===== src/rtl/piezo_seq_pkg.sv =====
package piezo_seq_pkg;
    typedef enum logic [2:0] {
        ST_OFF        = 3'd0,
        ST_IDLE       = 3'd1,
        ST_MOVE       = 3'd2,
        ST_HOME_DRIVE = 3'd3,
        ST_HOME_WAIT  = 3'd4,
        ST_HOME_BACK  = 3'd5
    } seq_state_e;
endpackage


===== src/rtl/seq_phase_len.sv =====
module seq_phase_len #(
    parameter int CNT_W     = 10,
    parameter int HOME_W    = 4,
    parameter int RET_W     = 2,
    parameter int HOME_UNIT = 16,
    parameter int WAIT_REPS = 4
) (
    input  logic [HOME_W-1:0] home_code,
    input  logic [RET_W-1:0]  ret_code,
    output logic [CNT_W-1:0]  home_reps,
    output logic [CNT_W-1:0]  wait_reps,
    output logic [CNT_W-1:0]  back_reps
);
    logic [CNT_W-1:0] home_plus;

    always_comb begin
        home_plus = CNT_W'(home_code) + CNT_W'(1);
        home_reps = home_plus * CNT_W'(HOME_UNIT);
        wait_reps = CNT_W'(WAIT_REPS);
        unique case (ret_code)
            2'b00:   back_reps = CNT_W'(2);
            2'b01:   back_reps = CNT_W'(1);
            2'b10:   back_reps = CNT_W'(3);
            default: back_reps = CNT_W'(4);
        endcase
    end
endmodule


===== src/rtl/seq_step_counter.sv =====
module seq_step_counter #(
    parameter int STEP_W = 8
) (
    input  logic              clk,
    input  logic              rst_n,
    input  logic              clear,
    input  logic              advance,
    input  logic [STEP_W-1:0] limit,
    output logic              wrap
);
    logic [STEP_W-1:0] cnt;
    logic              at_end;

    assign at_end = (cnt >= limit);
    assign wrap   = advance && !clear && at_end;

    always_ff @(posedge clk or negedge rst_n) begin
        if (!rst_n)       cnt <= '0;
        else if (clear)   cnt <= '0;
        else if (advance) cnt <= at_end ? '0 : cnt + STEP_W'(1);
    end
endmodule


===== src/rtl/piezo_move_seq.sv =====
module piezo_move_seq
    import piezo_seq_pkg::*;
#(
    parameter int STEP_W     = 8,
    parameter int PULSE_W    = 7,
    parameter int HOME_W     = 4,
    parameter int RET_W      = 2,
    parameter int MAX_PULSES = 512,
    parameter int HOME_UNIT  = 16,
    parameter int WAIT_REPS  = 4
) (
    input  logic               clk,
    input  logic               rst_n,
    input  logic               en_pin,
    input  logic               cfg_enable,
    input  logic               cfg_skip_home,
    input  logic [RET_W-1:0]   cfg_ret_code,
    input  logic [HOME_W-1:0]  cfg_home_code,
    input  logic [STEP_W-1:0]  cfg_step_count,
    input  logic               cmd_wr,
    input  logic               cmd_dir,
    input  logic [PULSE_W-1:0] cmd_pulses,
    input  logic               period_end,
    output logic               drive_run,
    output logic               drive_dir,
    output logic               busy
);
    localparam int CNT_W = $clog2(MAX_PULSES + 1);
    localparam logic [CNT_W-1:0] MAX_C = CNT_W'(MAX_PULSES);

    seq_state_e       state, state_n;
    logic [CNT_W-1:0] pend, pend_n, pend_dec, pend_add, cmd_ext;
    logic [CNT_W:0]   sum;
    logic             home_dir, home_dir_n, dir_reg;
    logic             active, counting, advance, wrap, wr_ok, dir_flip, clr;
    logic [CNT_W-1:0] home_reps, wait_reps, back_reps;

    assign active   = en_pin && cfg_enable;
    assign counting = active && (state == ST_MOVE || state == ST_HOME_DRIVE ||
                                 state == ST_HOME_WAIT || state == ST_HOME_BACK);
    assign advance  = period_end && counting;
    assign wr_ok    = active && cmd_wr && (state == ST_IDLE || state == ST_MOVE);
    assign dir_flip = wr_ok && (state == ST_MOVE) && (cmd_dir != dir_reg);
    assign clr      = !counting || dir_flip;

    seq_phase_len #(
        .CNT_W(CNT_W), .HOME_W(HOME_W), .RET_W(RET_W),
        .HOME_UNIT(HOME_UNIT), .WAIT_REPS(WAIT_REPS)
    ) u_len (
        .home_code(cfg_home_code),
        .ret_code (cfg_ret_code),
        .home_reps(home_reps),
        .wait_reps(wait_reps),
        .back_reps(back_reps)
    );

    seq_step_counter #(.STEP_W(STEP_W)) u_step (
        .clk    (clk),
        .rst_n  (rst_n),
        .clear  (clr),
        .advance(advance),
        .limit  (cfg_step_count),
        .wrap   (wrap)
    );

    // Pending-count arithmetic shared by the move states
    always_comb begin
        cmd_ext  = {{(CNT_W-PULSE_W){1'b0}}, cmd_pulses};
        pend_dec = (wrap && pend != '0) ? pend - CNT_W'(1) : pend;
        sum      = {1'b0, pend_dec} + {1'b0, cmd_ext};
        pend_add = (sum > {1'b0, MAX_C}) ? MAX_C : sum[CNT_W-1:0];
    end

    // Next-state process
    always_comb begin
        state_n    = state;
        pend_n     = pend;
        home_dir_n = home_dir;
        if (!active) begin
            state_n = ST_OFF;
            pend_n  = '0;
        end else begin
            unique case (state)
                ST_OFF: begin
                    if (cfg_skip_home) begin
                        state_n = ST_IDLE;
                        pend_n  = '0;
                    end else begin
                        state_n    = ST_HOME_DRIVE;
                        pend_n     = home_reps;
                        home_dir_n = dir_reg;
                    end
                end
                ST_IDLE: begin
                    if (wr_ok && cmd_ext != '0) begin
                        state_n = ST_MOVE;
                        pend_n  = cmd_ext;
                    end
                end
                ST_MOVE: begin
                    if (dir_flip)   pend_n = cmd_ext;
                    else if (wr_ok) pend_n = pend_add;
                    else            pend_n = pend_dec;
                    if (pend_n == '0) state_n = ST_IDLE;
                end
                ST_HOME_DRIVE: begin
                    if (wrap) begin
                        if (pend == CNT_W'(1)) begin
                            state_n = ST_HOME_WAIT;
                            pend_n  = wait_reps;
                        end else begin
                            pend_n = pend - CNT_W'(1);
                        end
                    end
                end
                ST_HOME_WAIT: begin
                    if (wrap) begin
                        if (pend == CNT_W'(1)) begin
                            state_n = ST_HOME_BACK;
                            pend_n  = back_reps;
                        end else begin
                            pend_n = pend - CNT_W'(1);
                        end
                    end
                end
                ST_HOME_BACK: begin
                    if (wrap) begin
                        if (pend == CNT_W'(1)) begin
                            state_n = ST_IDLE;
                            pend_n  = '0;
                        end else begin
                            pend_n = pend - CNT_W'(1);
                        end
                    end
                end
                default: begin
                    state_n = ST_OFF;
                    pend_n  = '0;
                end
            endcase
        end
    end

    // State register
    always_ff @(posedge clk or negedge rst_n) begin
        if (!rst_n) begin
            state    <= ST_OFF;
            pend     <= '0;
            home_dir <= 1'b0;
            dir_reg  <= 1'b0;
        end else begin
            state    <= state_n;
            pend     <= pend_n;
            home_dir <= home_dir_n;
            if (cmd_wr) dir_reg <= cmd_dir;
        end
    end

    // Output process
    always_comb begin
        busy      = 1'b0;
        drive_run = 1'b0;
        drive_dir = dir_reg;
        if (active) begin
            unique case (state)
                ST_MOVE:       begin busy = 1'b1; drive_run = 1'b1; end
                ST_HOME_DRIVE: begin busy = 1'b1; drive_run = 1'b1; drive_dir = home_dir; end
                ST_HOME_WAIT:  begin busy = 1'b1; end
                ST_HOME_BACK:  begin busy = 1'b1; drive_run = 1'b1; drive_dir = !home_dir; end
                default:       begin busy = 1'b0; end
            endcase
        end
    end

    assert_off_when_disabled_R1: assert property (@(posedge clk) disable iff (!rst_n)
        !active |=> (state == ST_OFF && pend == '0));

    assert_home_start_R2: assert property (@(posedge clk) disable iff (!rst_n)
        (state == ST_OFF && active && !cfg_skip_home) |=> (state == ST_HOME_DRIVE));

    assert_wait_entry_R4: assert property (@(posedge clk) disable iff (!rst_n)
        (active && state == ST_HOME_DRIVE && wrap && pend == CNT_W'(1))
        |=> (state == ST_HOME_WAIT && pend == CNT_W'(WAIT_REPS)));

    assert_home_dir_held_R5: assert property (@(posedge clk) disable iff (!rst_n)
        (active && (state == ST_HOME_WAIT || state == ST_HOME_BACK)) |=> $stable(home_dir));

    assert_move_nonzero_R6: assert property (@(posedge clk) disable iff (!rst_n)
        (state == ST_MOVE) |-> (pend != '0));

    assert_no_overflow_R7: assert property (@(posedge clk) disable iff (!rst_n)
        pend <= MAX_C);

    assert_idle_holds_R10: assert property (@(posedge clk) disable iff (!rst_n)
        (active && state == ST_IDLE && !cmd_wr) |=> (state == ST_IDLE));
endmodule


===== config.mk =====
export PLATFORM = sky130hd
export DESIGN_NAME = piezo_move_seq
export DESIGN_NICKNAME = d
export VERILOG_FILES = /design/src/rtl/piezo_seq_pkg.sv /design/src/rtl/seq_phase_len.sv /design/src/rtl/seq_step_counter.sv /design/src/rtl/piezo_move_seq.sv
export SDC_FILE = /design/constraint.sdc
export NUM_CORES = 1
export LEC_CHECK = 0
export ABC_AREA = 1
export BUFFER_PORTS_ARGS = -buffer_cell sky130_fd_sc_hd__buf_2
export CORE_MARGIN = 2
export CORE_UTILIZATION = 60
export CTS_CLUSTER_DIAMETER = 200
export DETAILED_ROUTE_END_ITERATION = 12
export PLACE_DENSITY = 0.86
export SYNTH_ARGS = -nofsm -noshare
export SYNTH_HDL_FRONTEND = slang
export SYNTH_SLANG_ARGS = --single-unit

===== constraint.sdc =====
create_clock -name clk -period 4.7 [get_ports clk]
set_clock_uncertainty 0.1 [all_clocks]
set_input_delay 0.94 -clock clk [delete_from_list [all_inputs] [get_ports clk]]
set_output_delay 0.94 -clock clk [all_outputs]
set_load 0.005 [all_outputs]

# == After elaboration in Yosys (flattened, before gate mapping) ==
# Cells that the tools add are included.
# word_totals
regBits,23
inputBits,29
output_inout_bits,3
wordCells,96
# classes
add_sub_neg,4
n_lt_le_gt_ge,2
eq_ne,17
n_mux,37
bitwise,1
n_reduce_logical,30
# op_table
cell,count
$mux 10,15
$pmux 10 s6,1
$mux 3,9
$mux 8,3
$reduce_bool 10->1,2
$pmux 3 s6,1
$ne 3x2->1 const B,5
$add 10x7->11,1
$gt 11x10->1 const B,1
$logic_and 1x1->1,11
$eq 10x1->1 const B,1
$logic_not 10->1,1
$sub 10x1->10 const B,1
$ne 3x3->1 const B,3
$pmux 3 s3,1
$add 8x1->8 const B,1
$ge 8x8->1,1
$reduce_and 8->1,1
$eq 3x2->1 const B,2
$eq 3x3->1 const B,2
$add 4x1->5 const B,1
$logic_or 1x1->1,5
$mux 1,5
$reduce_and 4->1,1
14 further kinds,16

# == Longest topological paths before layout ==
# Gate-level depths: netlist of the first run.
# depth
word_depth,23
mapped_depth,39
ltp_nobuf,38

# == Hierarchy ==
# Synthesis of the first run repeated with hierarchy kept, for this count alone.
# hier_totals
cells_unflattened,562
area_unflattened_um2,3350.7
# by_module_without_submodules
mod,instances,cells_per_inst,area_per_inst_um2,seq_area_each_um2
piezo_move_seq,1,405,2322.2,375.4
seq_step_counter,1,116,748.2,200.2
seq_phase_len,1,41,280.3,0.0

# == Worst setup path before layout of the first run ==
# OpenSTA, ideal clock, no wires.
# synth_timing
kind,in2reg
start,input cfg_step_count[7]
end,register state[2]
setup_time_ps,117
arrival_time_ps,4319
required_time_ps,4483
setup_slack_ps,164
stages,37
n_path_buf,1
path_cell_list,inv_1 -> ha_1 -> nand2_1 -> inv_1 -> nor2_1 -> o21a_1 -> nand2_1 -> nand3_4 -> buf_2 -> xor2_1 -> ha_1 -> inv_1 -> fa_1 -> inv_1 -> nand3_1 -> nand2_1 -> nand2_1 -> nand2_1 -> nand2_1 -> nand2_1 -> nand2_1 -> nand2_1 -> nand3_1 -> nor2_2 -> nand2_1 -> nand2_2 -> inv_2 -> nand3_1 -> nand2_1 -> nand2_1 -> nand3_1 -> nor2_1 -> nand2_1 -> nand2_2 -> nand2_2 -> nand2_1 -> nand2_1
# synth_via
elab_chain_len,14
elab_cells_between_ends,17
cone_classes,add/sub: 1; order compare: 2; eq/ne: 4; mux: 6; reduce/logical: 4
# synth_rtl
item,line,text
"start, declared",piezo_move_seq.sv:19,"input logic [STEP_W-1:0] cfg_step_count,"
$ge 8x8->1 *,seq_step_counter.sv:14,assign at_end = (cnt >= limit);
$logic_and 1x1->1 *,seq_step_counter.sv:15,assign wrap = advance && !clear && at_end;
$logic_and 1x1->1,piezo_move_seq.sv:69,pend_dec = (wrap && pend != '0) ? pend - CNT_W'(1) : pend;
$mux 10,piezo_move_seq.sv:69,
$add 10x7->11,piezo_move_seq.sv:70,"sum = {1'b0, pend_dec} + {1'b0, cmd_ext};"
$gt 11x10->1,piezo_move_seq.sv:71,"pend_add = (sum > {1'b0, MAX_C}) ? MAX_C : sum[CNT_W-1:0];"
$mux 10,piezo_move_seq.sv:71,
$mux 10,piezo_move_seq.sv:102,else if (wr_ok) pend_n = pend_add;
$mux 10,piezo_move_seq.sv:101,if (dir_flip) pend_n = cmd_ext;
$mux 10,piezo_move_seq.sv:83,unique case (state)
$mux 10,piezo_move_seq.sv:79,if (!active) begin
$logic_not 10->1,piezo_move_seq.sv:104,if (pend_n == '0) state_n = ST_IDLE;
$ne 3x2->1 (no line),n/a,
$reduce_and 8->1 (no line) *,n/a,
"end signal, assigned",piezo_move_seq.sv:152,state <= state_n;
"end, declared",piezo_move_seq.sv:31,"seq_state_e state, state_n;"
# Mark *: on every way between the ends. The rest lies on a longest branch, timed or not. The select of a mux whose other input is x is not followed.
# A chain may end at the register's enable or synchronous reset.

# == Worst setup path after layout of the first run ==
# layout_timing
start,input cfg_step_count[1]
end,register state[0]
# Same word-level chain as after synthesis.

==> flow_summary_export.csv, run 1 <==
group,metric,value,unit
yosys,syn_inst,452,
layout,largest_reg_flops,10,
power_and_ir_drop,switching_share,38.0,%
floorplanning,rows,25,
worst_setup_path,startpoint_type,"primary input",
route,first_pass_iters,5,
min_path,hold_end,"home_dir",
power_and_ir_drop,p_leak,0.00179,uW
layout,final_cell_mix,"nand2_1, inv_1, nor2_1",
floorplanning,fp.dieH,72.8,um
route,drc_errors,0,
layout,final_common_cell,"nand2_1",
layout,instances_no_fill,555,
layout,fin_nets,554,
min_path,min_from,"home_dir",
cts,cts_buffers,3,
yosys,ys_ff_latch,23,
min_path,hold_class,"reg2reg",
place,place_congestion,0.968,
timing,slew_headroom,49.2,%
route,post_drt_wl_per_cell,14.5,um
timing,fin_crit_sh,95.0,%
cts,clk_pin_slew,0.08,ns
power_and_ir_drop,power_density,165,nW/um2
layout,fill_cells,374,
layout,multi_input_area,2100,um2
min_path,holdPathStages,2,
floorplanning,core_area,4630,um2
yosys,synth.yosys.seq_area_share,20.3,%
cts,clock_path_buffers,2,
power_and_ir_drop,power_frac_seq,38.6,%
worst_setup_path,critPathMaxStageDelay,0.27,ns
floorplanning,ios,32,
timing,setup-tns-final,0,ns
yosys,syn_area,2840,um2
layout,largest_register,"pend",
place,dpl_worst_slack,-0.107,ns
place,dp.cells,548,
layout,reg_top3,"pend (10), u_step.cnt (8), state (3)",
worst_setup_path,path_common_cell,"nand2_2",
worst_setup_path,crit_path_end_kind,"flip-flop",
timing,period_needed,4.46,ns
place,place_area,3160,um2
global_routing,grt_usage,30.4,%
yosys,ys.warnings.count,0,
route,via_count,3186,
yosys,syn-num-nets,504,
power_and_ir_drop,p_clk_share,22.9,%
power_and_ir_drop,combinationalPowerShare,38.5,%
job,cap_violations,0,
route,wirelength,8030,um
power_and_ir_drop,p_sw,212,uW
global_routing,grt_max_degree,24,
floorplanning,die_w,72.8,um
route,via_per_inst,5.74,
place,io_buffer_count,31,
worst_setup_path,cp_data_required_time,4.76,ns
place,place_hpwl,6070,um
power_and_ir_drop,p_int,345,uW
worst_setup_path,reg2reg_setup_slack,0.42,ns
worst_setup_path,crit_start,"cfg_step_count[1]",
layout,final_core_util,72.9,%
layout,seqCellArea,576,um2
floorplanning,fp.dieArea,5300,um2
run_status,status,"finished clean",
layout,num_antenna_cells,0,
timing,clock.fmax,224,MHz
worst_setup_path,r2r_end,"state[0]",
timing,worstMarginPinSlew,0.759,ns
global_routing,antenna_found_initial,0,
global_routing,gr-total-overflow,0,
cts,cts.htree.levels,1,
worst_setup_path,worstPathArrival,4.52,ns
worst_setup_path,crit_fanout,8,
timing,slew_viol_final,0,
cts,tritoncts,"yes",
yosys,synth_cell_types,41,
worst_setup_path,cp_slowest_cell,"ha_4",
timing,worst_slack,0.235,ns
timing,setup_viol_count_final,0,
layout,layout-drive-gt1-share,22.2,%
layout,areaGrowthSynthToFinish,18.8,%
worst_setup_path,worstSetupPathType,"in2reg",
worst_setup_path,r2r-start,"pend[1]",
layout,final_cell_area,3380,um2
global_routing,grt_pass1_wl,12800,um
power_and_ir_drop,ir_worst_vdd,175,uV
timing,hold_violations,0,
yosys,syn_area_per_cell,6.29,um2
global_routing,grt_pass1_vias,2903,
cts,clock-sinks,23,
worst_setup_path,reg2reg_depth,30,
cts,clkLatencyLatePin,0.27,ns
route,postRouteAntennaNets,0,
cts,clock-root-buffer,"clkbuf_8",
floorplanning,initial_utilization,61.4,%
route,drt_iter0_markers,278,
synthesized netlist by cell type, drive strengths merged:
| library cell | n | area share, % |
|---|---|---|
| a21o | 1 | 0.26 |
| a21oi | 13 | 2.8 |
| a221oi | 1 | 0.31 |
| a22o | 1 | 0.31 |
| a22oi | 1 | 0.26 |
| a31oi | 3 | 0.66 |
| and2 | 1 | 0.22 |
| buf | 2 | 0.35 |
| clkbuf | 1 | 0.13 |
| dfrtp | 23 | 20 |
| fa | 1 | 0.70 |
| ha | 22 | 9.7 |
| inv | 80 | 11 |
| nand2 | 142 | 20 |
| nand3 | 33 | 6.4 |
| nand3b | 2 | 0.53 |
| nand4 | 6 | 1.3 |
| nor2 | 37 | 6.3 |
| nor3 | 6 | 1.1 |
| nor3b | 1 | 0.26 |
| nor4 | 1 | 0.22 |
| o2111ai | 1 | 0.31 |
| o211ai | 8 | 2.1 |
| o21a | 1 | 0.26 |
| o21ai | 34 | 6.1 |
| o221ai | 2 | 0.62 |
| o22ai | 8 | 1.8 |
| or2 | 3 | 0.66 |
| xnor2 | 6 | 1.8 |
| xor2 | 11 | 3.4 |
logic make-up after synthesis:
logic type               synth area share, %
AND/OR/NAND/NOR                         37.3
adder cells (fa/ha/maj)                 10.4
buffers and inverters                   11.1
XOR/XNOR                                5.24
flip-flops                              20.3
AO/OA/AOI/OAI                           15.8
metrics by stage:
step           power, uW  hold slack, ns
2_1_floorplan        351           0.375
3_3_place_gp         407           0.398
3_5_place_dp         412           0.411
4_1_cts              537           0.432
5_1_grt              589           0.482
6_report             557           0.429
final cells by class:
class | instances | area share (%)
well taps | 54 | 2.00
repair buffers | 48 | 8.38
multi-input cells | 346 | 62.3
clock buffers | 4 | 1.33
inverters | 80 | 8.97
flip-flops and latches | 23 | 17.0
worst max path at each step:
stage	end	slack, ns	cells after the start
finish	state[0]	0.24	34
detailed placement	state[0]	-0.11	34
global route	state[2]	-0.03	38
CTS	state[0]	0.16	38
floorplan	state[2]	0.16	37
global placement	state[0]	-0.03	34
critical path, delay by kind of cell:
family | cells | cell delay [ns]
compound gates | 4 | 0.70
fa+ha+maj | 2 | 0.52
simple gates | 22 | 1.74
buf+inv | 6 | 0.62
timing repair:
action                                  in CTS  in global routing
hold buffers                                 0                  0
buffers inserted                             0                  3
endpoints found under the setup margin       0                 11
endpoints found under the hold margin        0                  0
resized for setup                            0                 36
layer usage:
layer  vias up  global-route usage (%)  routed length (um)
li1       1566                       -                   -
met1      1428                    41.6                3300
met2       162                    50.0                3900
met3        30                    4.56                 633
met4         0                    8.44                 197
met5         -                       0                   0
power by group through the flow:
stage	Sequential [uW]	Combinational (uW)	Clock, uW
4_1_cts	215	196	126
3_3_place_gp	218	189	0
3_5_place_dp	218	193	0
6_report	215	214	128
5_1_grt	216	239	134
2_1_floorplan	216	134	0
(Power assumes the default switching activity.)
==> run 2, diff against run 1 <==
--- a/config.mk
+++ b/config.mk
@@ -11,7 +11,7 @@
 export CORE_UTILIZATION = 60
 export CTS_CLUSTER_DIAMETER = 200
 export DETAILED_ROUTE_END_ITERATION = 12
-export PLACE_DENSITY = 0.86
+export PLACE_DENSITY = 0.8
 export SYNTH_ARGS = -nofsm -noshare
 export SYNTH_HDL_FRONTEND = slang
 export SYNTH_SLANG_ARGS = --single-unit
==> flow_summary_export.csv, run 2 (synthesis gave the netlist of run 1 again) <==
group,metric,value,unit
global_routing,grt_pass1_vias,2899,
min_path,hold_class,"reg2reg",
cts,clock-root-buffer,"clkbuf_8",
floorplanning,initial_utilization,61.4,%
power_and_ir_drop,ir_worst_vdd,186,uV
layout,final_cell_mix,"nand2_1, inv_1, nor2_1",
place,place_congestion,0.989,
cts,tritoncts,"yes",
layout,final_common_cell,"nand2_1",
route,post_drt_wl_per_cell,14.8,um
route,via_count,3252,
layout,areaGrowthSynthToFinish,20.7,%
job,cap_violations,0,
route,via_per_inst,5.83,
place,place_area,3170,um2
layout,fin_nets,557,
power_and_ir_drop,p_leak,0.00179,uW
global_routing,gr-total-overflow,0,
layout,seqCellArea,576,um2
timing,clock.fmax,219,MHz
cts,clkLatencyLatePin,0.27,ns
floorplanning,core_area,4630,um2
global_routing,grt_max_degree,24,
timing,worstMarginPinSlew,0.710,ns
timing,rsz0062_at_grt,"true",
route,postRouteAntennaNets,0,
worst_setup_path,crit_fanout,7,
cts,cts_buffers,3,
global_routing,antenna_found_initial,0,
layout,largest_register,"pend",
route,drc_errors,0,
layout,multi_input_area,2130,um2
run_status,status,"finished clean",
timing,hold_violations,0,
worst_setup_path,cp_data_required_time,4.81,ns
route,first_pass_iters,5,
global_routing,grt_usage,30.6,%
cts,clk_pin_slew,0.09,ns
worst_setup_path,crit_path_end_kind,"flip-flop",
cts,clock-sinks,23,
cts,cts.htree.levels,1,
worst_setup_path,cp_num_buf_inv,5,
timing,setup_viol_count_final,0,
route,wirelength,8270,um
floorplanning,ios,32,
worst_setup_path,worstSetupPathType,"in2reg",
layout,layout-drive-gt1-share,24.0,%
worst_setup_path,cp_slowest_cell,"fa_2",
worst_setup_path,path_common_cell,"nand2_1",
timing,period_needed,4.57,ns
power_and_ir_drop,power_density,164,nW/um2
layout,reg_top3,"pend (10), u_step.cnt (8), state (3)",
global_routing,grt_pass1_wl,12800,um
route,drt_iter0_markers,314,
floorplanning,fp.dieArea,5300,um2
floorplanning,die_w,72.8,um
place,place_hpwl,6310,um
floorplanning,rows,25,
layout,final_cell_area,3430,um2
place,dpl_worst_slack,-0.189,ns
cts,clock_path_buffers,2,
worst_setup_path,critPathMaxStageDelay,0.40,ns
worst_setup_path,critPathTopFamily,"simple AND/OR/NAND/NOR gates",
worst_setup_path,worstPathArrival,4.68,ns
worst_setup_path,startpoint_type,"primary input",
cts,cts_hold_buf,0,
place,io_buffer_count,31,
layout,fill_cells,386,
floorplanning,fp.dieH,72.8,um
timing,slew_viol_final,0,
layout,num_antenna_cells,0,
timing,fin_crit_sh,97.2,%
timing,worst_slack,0.131,ns
layout,largest_reg_flops,10,
timing,slew_headroom,52.5,%
## run 2: changes by cell type in the layout (fill, tap and decap cells not counted), sizes merged
cell  change
buf       +3
## run 2: area by class of cell
cell class / count / area share (%)
multi-input cells: 346 / 62.0
flip-flops and latches: 23 / 16.8
repair buffers: 51 / 9.08
inverters: 80 / 8.90
well taps: 54 / 1.97
clock buffers: 4 / 1.31
## run 2: metrics by stage
step | cells | setup TNS, ns | util (%) | total power [uW] | hold WS (ns)
floorplan | 452 | 0 | - | 351 | 0.375
CTS | 554 | 0 | 69.5 | 541 | 0.440
global route | 558 | -0.348 | 74.1 | 594 | 0.488
detailed placement | 550 | -0.725 | 68.5 | 416 | 0.421
finish | 558 | 0 | 74.1 | 562 | 0.430
global placement | 550 | -0.0123 | 68.5 | 410 | 0.400
## run 2: timing repair
action / 4_1_cts / 5_1_grt
endpoints found under the hold margin: 0 / 0
endpoints found under the setup margin: 0 / 12
setup buffers: 0 / 4
gates resized for setup: 0 / 42
## run 2: power by group
part	switching [uW]	leakage [uW]	internal, uW	total, uW
Clock	67.7	0.0000228	60.7	128
Combinational	137	0.00145	81.3	219
Sequential	9.62	0.000315	206	215
Total	215	0.00179	348	562
## run 2: worst min-delay path: stages, from the launching register on
cell     delay [ns]
dfrtp_1        0.38
nand2_1        0.06
o21ai_0        0.06
## run 2: routing by layer
metal  up-vias  routed length (um)  global-route usage (%)
met5         -                   0                       0
met4         0                 214                    10.1
met3        29                 563                    3.73
met2       133                4070                    52.1
met1      1516                3420                    40.2
li1       1574                   -                       -
## run 2: worst paths after layout
path / startpoint / to / slack, ns / depth (start not counted)
min reg2reg: home_dir / home_dir / 0.43 / 2
max in group asynchronous: rst_n / pend[4] / 3.59 / 1
min: home_dir / home_dir / 0.43 / 2
min in group asynchronous: rst_n / home_dir / 0.54 / 1
max: cfg_step_count[1] / pend[2] / 0.13 / 30
max reg2reg: pend[0] / pend[2] / 0.29 / 26
